`config.mk`:
```
export PLATFORM = sky130hd
export DESIGN_NAME = mcu_serial_port
export DESIGN_NICKNAME = d
export VERILOG_FILES = /design/src/rtl/serial_pkg.sv /design/src/rtl/sp_rate_gen.sv /design/src/rtl/sp_async_tx.sv /design/src/rtl/sp_async_rx.sv /design/src/rtl/sp_sync_shift.sv /design/src/rtl/mcu_serial_port.sv
export SDC_FILE = /design/constraint.sdc
export NUM_CORES = 1
export LEC_CHECK = 0
export BUFFER_PORTS_ARGS = -buffer_cell sky130_fd_sc_hd__buf_4
export CAP_MARGIN = 40
export CORE_MARGIN = 2
export CORE_UTILIZATION = 45
export DETAILED_ROUTE_END_ITERATION = 8
export PLACE_DENSITY = 0.66
export SYNTH_ARGS = -nofsm -noshare
export SYNTH_HDL_FRONTEND = slang
export SYNTH_SLANG_ARGS = --single-unit
```
`constraint.sdc`:
```
create_clock -name clk -period 1.9 [get_ports clk]
set_input_delay 0.095 -clock clk [delete_from_list [all_inputs] [get_ports clk]]
set_output_delay 0.095 -clock clk [all_outputs]
set_load 0.1 [all_outputs]
```
`src/rtl/serial_pkg.sv`:
```
package serial_pkg;
  typedef enum logic [1:0] {
    MODE_SHIFT = 2'b00,
    MODE_UART8 = 2'b01,
    MODE_UART9 = 2'b10,
    MODE_RSVD  = 2'b11
  } sp_mode_e;

  typedef enum logic [1:0] {
    SS_IDLE = 2'd0,
    SS_TX   = 2'd1,
    SS_RX   = 2'd2
  } ss_state_e;
endpackage

```
`src/rtl/sp_rate_gen.sv`:
```
module sp_rate_gen #(
  parameter int OVS    = 16,
  parameter int M2_DIV = 64
) (
  input  logic       clk,
  input  logic       rst_n,
  input  logic [1:0] mode,
  input  logic       smod,
  input  logic       ext_tick_tx,
  input  logic       ext_tick_rx,
  output logic       tick_tx,
  output logic       tick_rx
);
  import serial_pkg::*;

  localparam int FULL = (M2_DIV / OVS > 1) ? M2_DIV / OVS : 2;
  localparam int HALF = (FULL / 2 > 0) ? FULL / 2 : 1;
  localparam int CW   = $clog2(FULL);

  logic [CW-1:0] cnt;
  logic [CW-1:0] lim;
  logic          m2_tick;

  assign lim     = smod ? CW'(HALF - 1) : CW'(FULL - 1);
  assign m2_tick = (cnt >= lim);

  always_ff @(posedge clk or negedge rst_n) begin
    if (!rst_n) cnt <= '0;
    else        cnt <= m2_tick ? '0 : cnt + 1'b1;
  end

  always_comb begin
    unique case (sp_mode_e'(mode))
      MODE_UART8: begin tick_tx = ext_tick_tx; tick_rx = ext_tick_rx; end
      MODE_UART9: begin tick_tx = m2_tick;     tick_rx = m2_tick;     end
      default:    begin tick_tx = 1'b0;        tick_rx = 1'b0;        end
    endcase
  end
endmodule

```
`src/rtl/sp_async_tx.sv`:
```
module sp_async_tx #(
  parameter int OVS = 16,
  parameter int DW  = 8
) (
  input  logic          clk,
  input  logic          rst_n,
  input  logic          tick,
  input  logic          start,
  input  logic          nine,
  input  logic [DW-1:0] data,
  input  logic          bit9,
  output logic          busy,
  output logic          txd,
  output logic          done
);
  localparam int FW  = DW + 3;
  localparam int OCW = $clog2(OVS);
  localparam int BCW = $clog2(FW + 1);

  logic [FW-1:0]  sreg;
  logic [OCW-1:0] ocnt;
  logic [BCW-1:0] left;

  always_ff @(posedge clk or negedge rst_n) begin
    if (!rst_n) begin
      sreg <= '1;
      ocnt <= '0;
      left <= '0;
      busy <= 1'b0;
      done <= 1'b0;
    end else begin
      done <= 1'b0;
      if (start && !busy) begin
        sreg <= {1'b1, (nine ? bit9 : 1'b1), data, 1'b0};
        left <= nine ? BCW'(FW) : BCW'(FW - 1);
        ocnt <= '0;
        busy <= 1'b1;
      end else if (busy && tick) begin
        if (ocnt == OCW'(OVS - 1)) begin
          ocnt <= '0;
          sreg <= {1'b1, sreg[FW-1:1]};
          left <= left - 1'b1;
          if (left == BCW'(1)) begin
            busy <= 1'b0;
            done <= 1'b1;
          end
        end else begin
          ocnt <= ocnt + 1'b1;
        end
      end
    end
  end

  assign txd = busy ? sreg[0] : 1'b1;
endmodule

```
`src/rtl/sp_async_rx.sv`:
```
module sp_async_rx #(
  parameter int OVS = 16,
  parameter int DW  = 8
) (
  input  logic          clk,
  input  logic          rst_n,
  input  logic          tick,
  input  logic          enable,
  input  logic          rxd,
  output logic          done,
  output logic [DW-1:0] data,
  output logic          bit9
);
  localparam int MID = OVS / 2;
  localparam int OCW = $clog2(OVS);
  localparam int BCW = $clog2(DW + 2);

  logic           active, prev, s_a, s_b;
  logic [DW:0]    sreg;
  logic [OCW-1:0] ocnt;
  logic [BCW-1:0] bidx;
  logic           vote;
  logic [DW:0]    nxt;

  // 2-of-3 majority: two earlier samples plus the current one
  assign vote = (s_a & s_b) | (s_a & rxd) | (s_b & rxd);
  assign nxt  = {vote, sreg[DW:1]};

  always_ff @(posedge clk or negedge rst_n) begin
    if (!rst_n) begin
      active <= 1'b0;
      prev   <= 1'b1;
      s_a    <= 1'b0;
      s_b    <= 1'b0;
      sreg   <= '0;
      ocnt   <= '0;
      bidx   <= '0;
      done   <= 1'b0;
      data   <= '0;
      bit9   <= 1'b0;
    end else begin
      done <= 1'b0;
      prev <= rxd;
      if (!active) begin
        if (enable && prev && !rxd) begin
          active <= 1'b1;
          ocnt   <= '0;
          bidx   <= '0;
        end
      end else if (!enable) begin
        active <= 1'b0;
      end else if (tick) begin
        if (ocnt == OCW'(OVS - 1)) begin
          ocnt <= '0;
          bidx <= bidx + 1'b1;
        end else begin
          ocnt <= ocnt + 1'b1;
        end
        if (ocnt == OCW'(MID - 1)) s_a <= rxd;
        if (ocnt == OCW'(MID))     s_b <= rxd;
        if (ocnt == OCW'(MID + 1)) begin
          if (bidx == '0) begin
            if (vote) active <= 1'b0;
          end else begin
            sreg <= nxt;
            if (bidx == BCW'(DW + 1)) begin
              active <= 1'b0;
              done   <= 1'b1;
              data   <= nxt[DW-1:0];
              bit9   <= nxt[DW];
            end
          end
        end
      end
    end
  end
endmodule

```
`src/rtl/sp_sync_shift.sv`:
```
module sp_sync_shift #(
  parameter int DIV = 12,
  parameter int DW  = 8
) (
  input  logic          clk,
  input  logic          rst_n,
  input  logic          tx_start,
  input  logic [DW-1:0] tx_data,
  input  logic          rx_start,
  input  logic          rxd,
  output logic          busy,
  output logic          sclk,
  output logic          dout,
  output logic          doe,
  output logic          tx_done,
  output logic          rx_done,
  output logic [DW-1:0] rx_data
);
  import serial_pkg::*;

  localparam int HALF = DIV / 2;
  localparam int CW   = $clog2(DIV);
  localparam int BW   = (DW > 1) ? $clog2(DW) : 1;

  ss_state_e     state;
  logic [CW-1:0] cyc;
  logic [BW-1:0] bcnt;
  logic [DW-1:0] sreg;

  always_ff @(posedge clk or negedge rst_n) begin
    if (!rst_n) begin
      state   <= SS_IDLE;
      cyc     <= '0;
      bcnt    <= '0;
      sreg    <= '0;
      tx_done <= 1'b0;
      rx_done <= 1'b0;
    end else begin
      tx_done <= 1'b0;
      rx_done <= 1'b0;
      if (state == SS_IDLE) begin
        cyc  <= '0;
        bcnt <= '0;
        if (tx_start) begin
          state <= SS_TX;
          sreg  <= tx_data;
        end else if (rx_start) begin
          state <= SS_RX;
        end
      end else begin
        if (state == SS_RX && cyc == CW'(HALF)) sreg <= {rxd, sreg[DW-1:1]};
        if (cyc == CW'(DIV - 1)) begin
          cyc <= '0;
          if (state == SS_TX) sreg <= {1'b0, sreg[DW-1:1]};
          if (bcnt == BW'(DW - 1)) begin
            if (state == SS_TX) tx_done <= 1'b1;
            else                rx_done <= 1'b1;
            state <= SS_IDLE;
          end else begin
            bcnt <= bcnt + 1'b1;
          end
        end else begin
          cyc <= cyc + 1'b1;
        end
      end
    end
  end

  assign busy    = (state != SS_IDLE);
  assign sclk    = busy ? (cyc >= CW'(HALF)) : 1'b1;
  assign doe     = (state == SS_TX);
  assign dout    = doe ? sreg[0] : 1'b1;
  assign rx_data = sreg;
endmodule

```
`src/rtl/mcu_serial_port.sv`:
```
module mcu_serial_port #(
  parameter int DW       = 8,
  parameter int OVS      = 16,
  parameter int SYNC_DIV = 12,
  parameter int M2_DIV   = 64
) (
  input  logic          clk,
  input  logic          rst_n,
  input  logic [1:0]    mode,
  input  logic          ren,
  input  logic          sm2,
  input  logic          tb8,
  input  logic          smod,
  input  logic          baud_tick_tx,
  input  logic          baud_tick_rx,
  input  logic          tx_valid,
  input  logic [DW-1:0] tx_data,
  output logic          tx_ready,
  output logic          ti,
  input  logic          ti_clr,
  output logic          rx_valid,
  output logic [DW-1:0] rx_data,
  input  logic          rx_ready,
  output logic          rb8,
  input  logic          rxd_in,
  output logic          rxd_out,
  output logic          rxd_oe,
  output logic          txd
);
  import serial_pkg::*;

  sp_mode_e      m;
  logic          is_sync, is_async;
  logic          rs1, rs2;
  logic          tick_tx, tick_rx;
  logic          tx_fire;
  logic          s_busy, s_sclk, s_dout, s_doe, s_tx_done, s_rx_done;
  logic [DW-1:0] s_rx_data;
  logic          a_tx_busy, a_txd, a_tx_done;
  logic          a_rx_done, a_bit9;
  logic [DW-1:0] a_rx_data;
  logic          a_accept, s_accept;
  logic          ri;

  assign m        = sp_mode_e'(mode);
  assign is_sync  = (m == MODE_SHIFT);
  assign is_async = (m == MODE_UART8) || (m == MODE_UART9);

  // two-flop synchronizer on the incoming data pin
  always_ff @(posedge clk or negedge rst_n) begin
    if (!rst_n) begin rs1 <= 1'b1; rs2 <= 1'b1; end
    else        begin rs1 <= rxd_in; rs2 <= rs1; end
  end

  assign tx_ready = !s_busy && !a_tx_busy && (m != MODE_RSVD);
  assign tx_fire  = tx_valid && tx_ready;

  sp_rate_gen #(.OVS(OVS), .M2_DIV(M2_DIV)) u_rate (
    .clk(clk), .rst_n(rst_n), .mode(mode), .smod(smod),
    .ext_tick_tx(baud_tick_tx), .ext_tick_rx(baud_tick_rx),
    .tick_tx(tick_tx), .tick_rx(tick_rx)
  );

  sp_sync_shift #(.DIV(SYNC_DIV), .DW(DW)) u_sync (
    .clk(clk), .rst_n(rst_n),
    .tx_start(tx_fire && is_sync), .tx_data(tx_data),
    .rx_start(is_sync && ren && !ri && !s_rx_done), .rxd(rs2),
    .busy(s_busy), .sclk(s_sclk), .dout(s_dout), .doe(s_doe),
    .tx_done(s_tx_done), .rx_done(s_rx_done), .rx_data(s_rx_data)
  );

  sp_async_tx #(.OVS(OVS), .DW(DW)) u_atx (
    .clk(clk), .rst_n(rst_n), .tick(tick_tx),
    .start(tx_fire && is_async), .nine(m == MODE_UART9),
    .data(tx_data), .bit9(tb8),
    .busy(a_tx_busy), .txd(a_txd), .done(a_tx_done)
  );

  sp_async_rx #(.OVS(OVS), .DW(DW)) u_arx (
    .clk(clk), .rst_n(rst_n), .tick(tick_rx),
    .enable(is_async && ren), .rxd(rs2),
    .done(a_rx_done), .data(a_rx_data), .bit9(a_bit9)
  );

  // acceptance gate: flag must be free; with the filter on, bit 9 must be 1
  assign a_accept = a_rx_done && !ri && (!sm2 || a_bit9);
  assign s_accept = s_rx_done && !ri;

  always_ff @(posedge clk or negedge rst_n) begin
    if (!rst_n) begin
      ri      <= 1'b0;
      rx_data <= '0;
      rb8     <= 1'b0;
      ti      <= 1'b0;
    end else begin
      if (a_accept) begin
        ri      <= 1'b1;
        rx_data <= a_rx_data;
        rb8     <= a_bit9;
      end else if (s_accept) begin
        ri      <= 1'b1;
        rx_data <= s_rx_data;
      end else if (ri && rx_ready) begin
        ri <= 1'b0;
      end
      if (s_tx_done || a_tx_done) ti <= 1'b1;
      else if (ti_clr)            ti <= 1'b0;
    end
  end

  assign rx_valid = ri;
  assign rxd_out  = s_dout;
  assign rxd_oe   = s_doe && is_sync;
  assign txd      = s_sclk & a_txd;
endmodule

```
==> impl_metrics.toml <==
[placement]
place_hpwl_um = 5820
numPlacedInstances = 529
gp_congestion = 0.834
numPortBuffers = 36

[timing]
finalHoldViolations = 0
max_freq_ghz = 0.529
slew_headroom_pct = 62.6
slew_violations = 0
min_period_ps = 1890
tns_ps = 0
finClkSkew_ps = 7.27
finalCritPeriodShare_pct = 99.5
rsz0062_at_grt = "yes"
worstMarginPinSlew_ps = 561
setup_viol = 0

[synthesis]
synthFlopType = "dfrtp_1"
synthCells = 377
synth-xor-area-share_pct = 0.873
synthesis.nets = 417
yosysWarnings = 0
synth_top_family_by_area = "simple AND/OR/NAND/NOR gates"
synth.most_common_cell = "dfrtp_1"
synth_top_area_cell = "dfrtp_1"
async_flop_share_pct = 100
yosys.area_share.simple_pct = 16.6
synthTopCellsByArea = "dfrtp_1 (44%), dfstp_2 (8.5%), ha_1 (5.6%), mux2_2 (5.6%), nand2_1 (5.2%)"
ys_seq_area_share_pct = 52.8
synth_cell_types = 59
synth_edf_count = 0
synthMuxAreaShare_pct = 8.39
synthAdderAreaFrac_pct = 5.86
ys_ff_latch = 84
synth_top_area_share_pct = 44.3
synth_area_um2 = 4010
ys_top_cells_by_count = "dfrtp_1 (71), nand2_1 (56), nor2_1 (28)"
synth_compound_area_share_pct = 11.7
avgSynthCellArea_um2 = 10.6

[run]
cap_violations = 0

[worst_setup_path]
critical_path.endpoint_type = "register"
start_kind = "register"
r2r-start = "u_rate.cnt[1]"
required_ps = 2140
setup.worst_path.start = "u_rate.cnt[1]"
critPathMaxFanout = 2
critPathKind = "register to register"
arrival_ps = 2130

[finish]
n_antenna_cell = 0
area_growth_pct = 23.7
final_cells = 557
fillers = 761
final_nets = 484
drive_gt1_share_pct = 28.3
multi_input_area_um2 = 1820
seq_area_um2 = 2120

[pwr]
powerDensity_nw_per_um2 = 705
p_leak_nw = 2.30
ir_drop_uv = 436
power_mw = 3.50

[floorplanning]
die-width_um = 98.4
die_area_um2 = 9690
ios = 37
initial_core_util_pct = 46.3
die_h_um = 98.4
num_rows = 34
core_um2 = 8680

[clock_tree]
clk_path_buf_depth = 2
clock-sinks = 84
cts-buffers-inserted = 9
clk_latency_ps = 360
cts_tree = "done"
htree_levels = 3
clkSlewWorstSetupHoldPaths_ps = 90
cts_root_buffer = "clkbuf_8"
post_cts_buffers = 0

[detailed_routing]
vias_per_cell = 5.32
drt_wl_total_um = 8170
post_drt_wl_per_cell_um = 14.7
final_antenna_net_count = 0
drt_iter0_markers = 142
drc_errors = 0
vias = 2963
drt_pass1_iterations = 5

[global_route]
first_global_vias = 2943
busiest_layer = "met2"
overflow = 0
grt.total_usage_pct = 18.2
grt_max_degree = 55
antenna_found_initial = 0
grt_util_met2_pct = 28.3
met3_usage_pct = 2.84
grt_use_met1_pct = 26.0
grt_pass1_wl_um = 14300

[status]
status = "finished clean"

[min_path]
worstHoldStart = "rx_ready"
hp-class = "primary input to register"
==> metal layers <==
| metal | up-vias | share of wire, % |
|---|---|---|
| met5 | - | 0 |
| li1 | 1459 | - |
| met4 | 0 | 1.6 |
| met2 | 41 | 47 |
| met1 | 1450 | 49 |
| met3 | 13 | 2.4 |
==> critical path, cell delays in order (launching register included) <==
cell and delay [ps]:
dfrtp_1 420, ha_4 300, a21oi_4 60, o21ai_4 130, nand4_1 130, or4_4 440
mux2_4 310
==> power by group <==
part           leakage (nW)  total, mW  switching (mW)  internal, mW
Combinational          1.15      0.307           0.153         0.153
Sequential             1.05       1.86          0.0420          1.82
Clock                 0.107       1.33           0.698         0.633
==> metrics by stage <==
step / util, % / setup slack [ps] / hold WS (ps) / instance area, um2
CTS: 56.9 / 1.19 / 9.40 / 4930
global route: 57.2 / -40.8 / 13.3 / 4960
detailed placement: 52.8 / -26.1 / 55.0 / 4580
floorplan: - / 1.82 / -201 / 4050
global placement: 52.8 / 49.8 / 55.4 / 4580
finish: 57.2 / 10.1 / 29.5 / 4960
==> sequential cells by signal, summed over array words and instances (netlist names), 2 cells and up <==
name and flops:
u_arx.bidx 4, u_atx.sreg 10, u_atx.left 4, u_sync.cyc 4
u_sync.bcnt 3, u_arx.ocnt 4, u_rate.cnt 2, u_sync.rx_data 8
rx_data 8, u_sync.state 2, u_arx.data 8, u_atx.ocnt 4
u_arx.sreg 8
==> repair_timing <==
action,CTS,global route
hold buffers,12,0
endpoints found under the setup margin,5,27
gates resized for setup,4,7
pin swaps,0,1
hold endpoints to repair,49,0
gates cloned,0,0
==> logic make-up (layout without fill, tap and decap cells) <==
family	after synthesis	after routing
buffers and inverters	39	111
muxes	31	31
and+or+nand+nor	133	133
DFF	84	84
xor gates and xnor gates	4	4
adders and majority gates	19	19
AOI/OAI and AO/OA	67	67
==> placed cells by master, fill, tap and decap left out, drive strengths merged, types with 2 or more instances in the layout <==
cell	count
dlygate4sd3	12
nand2b	3
nand3b	2
dfrtp	71
xnor2	3
dfstp	13
ha	18
inv	31
a21oi	11
nor3b	4
nand2	56
nor2b	3
and3	3
a21o	2
nand4b	3
a222oi	7
clkbuf	9
nor4	3
or3	2
nand3	14
mux2	21
o21ai	25
mux2i	10
buf	57
a31oi	10
nand4	4
nor3	4
nor2	28
==> cell type report <==
type / instances / share of cell area [%]
Sequential cell: 84 / 42.7
Clock inverter: 7 / 1.64
Tap cell: 108 / 2.72
Inverter: 26 / 1.97
Timing Repair Buffer: 69 / 11.8
Clock buffer: 9 / 2.50
Multi-Input combinational cell: 254 / 36.7
==> worst paths after layout <==
kind,endpoint,cells past startpoint,slack [ps]
min in group asynchronous,ti,2,210
min reg2reg,rs2,0,360
min,rx_valid,3,30
max reg2reg,u_atx.left[3],6,10
max in group asynchronous,rs2,3,1020
max,u_atx.left[3],6,10
Note: power is estimated with default switching activity, not from simulation.
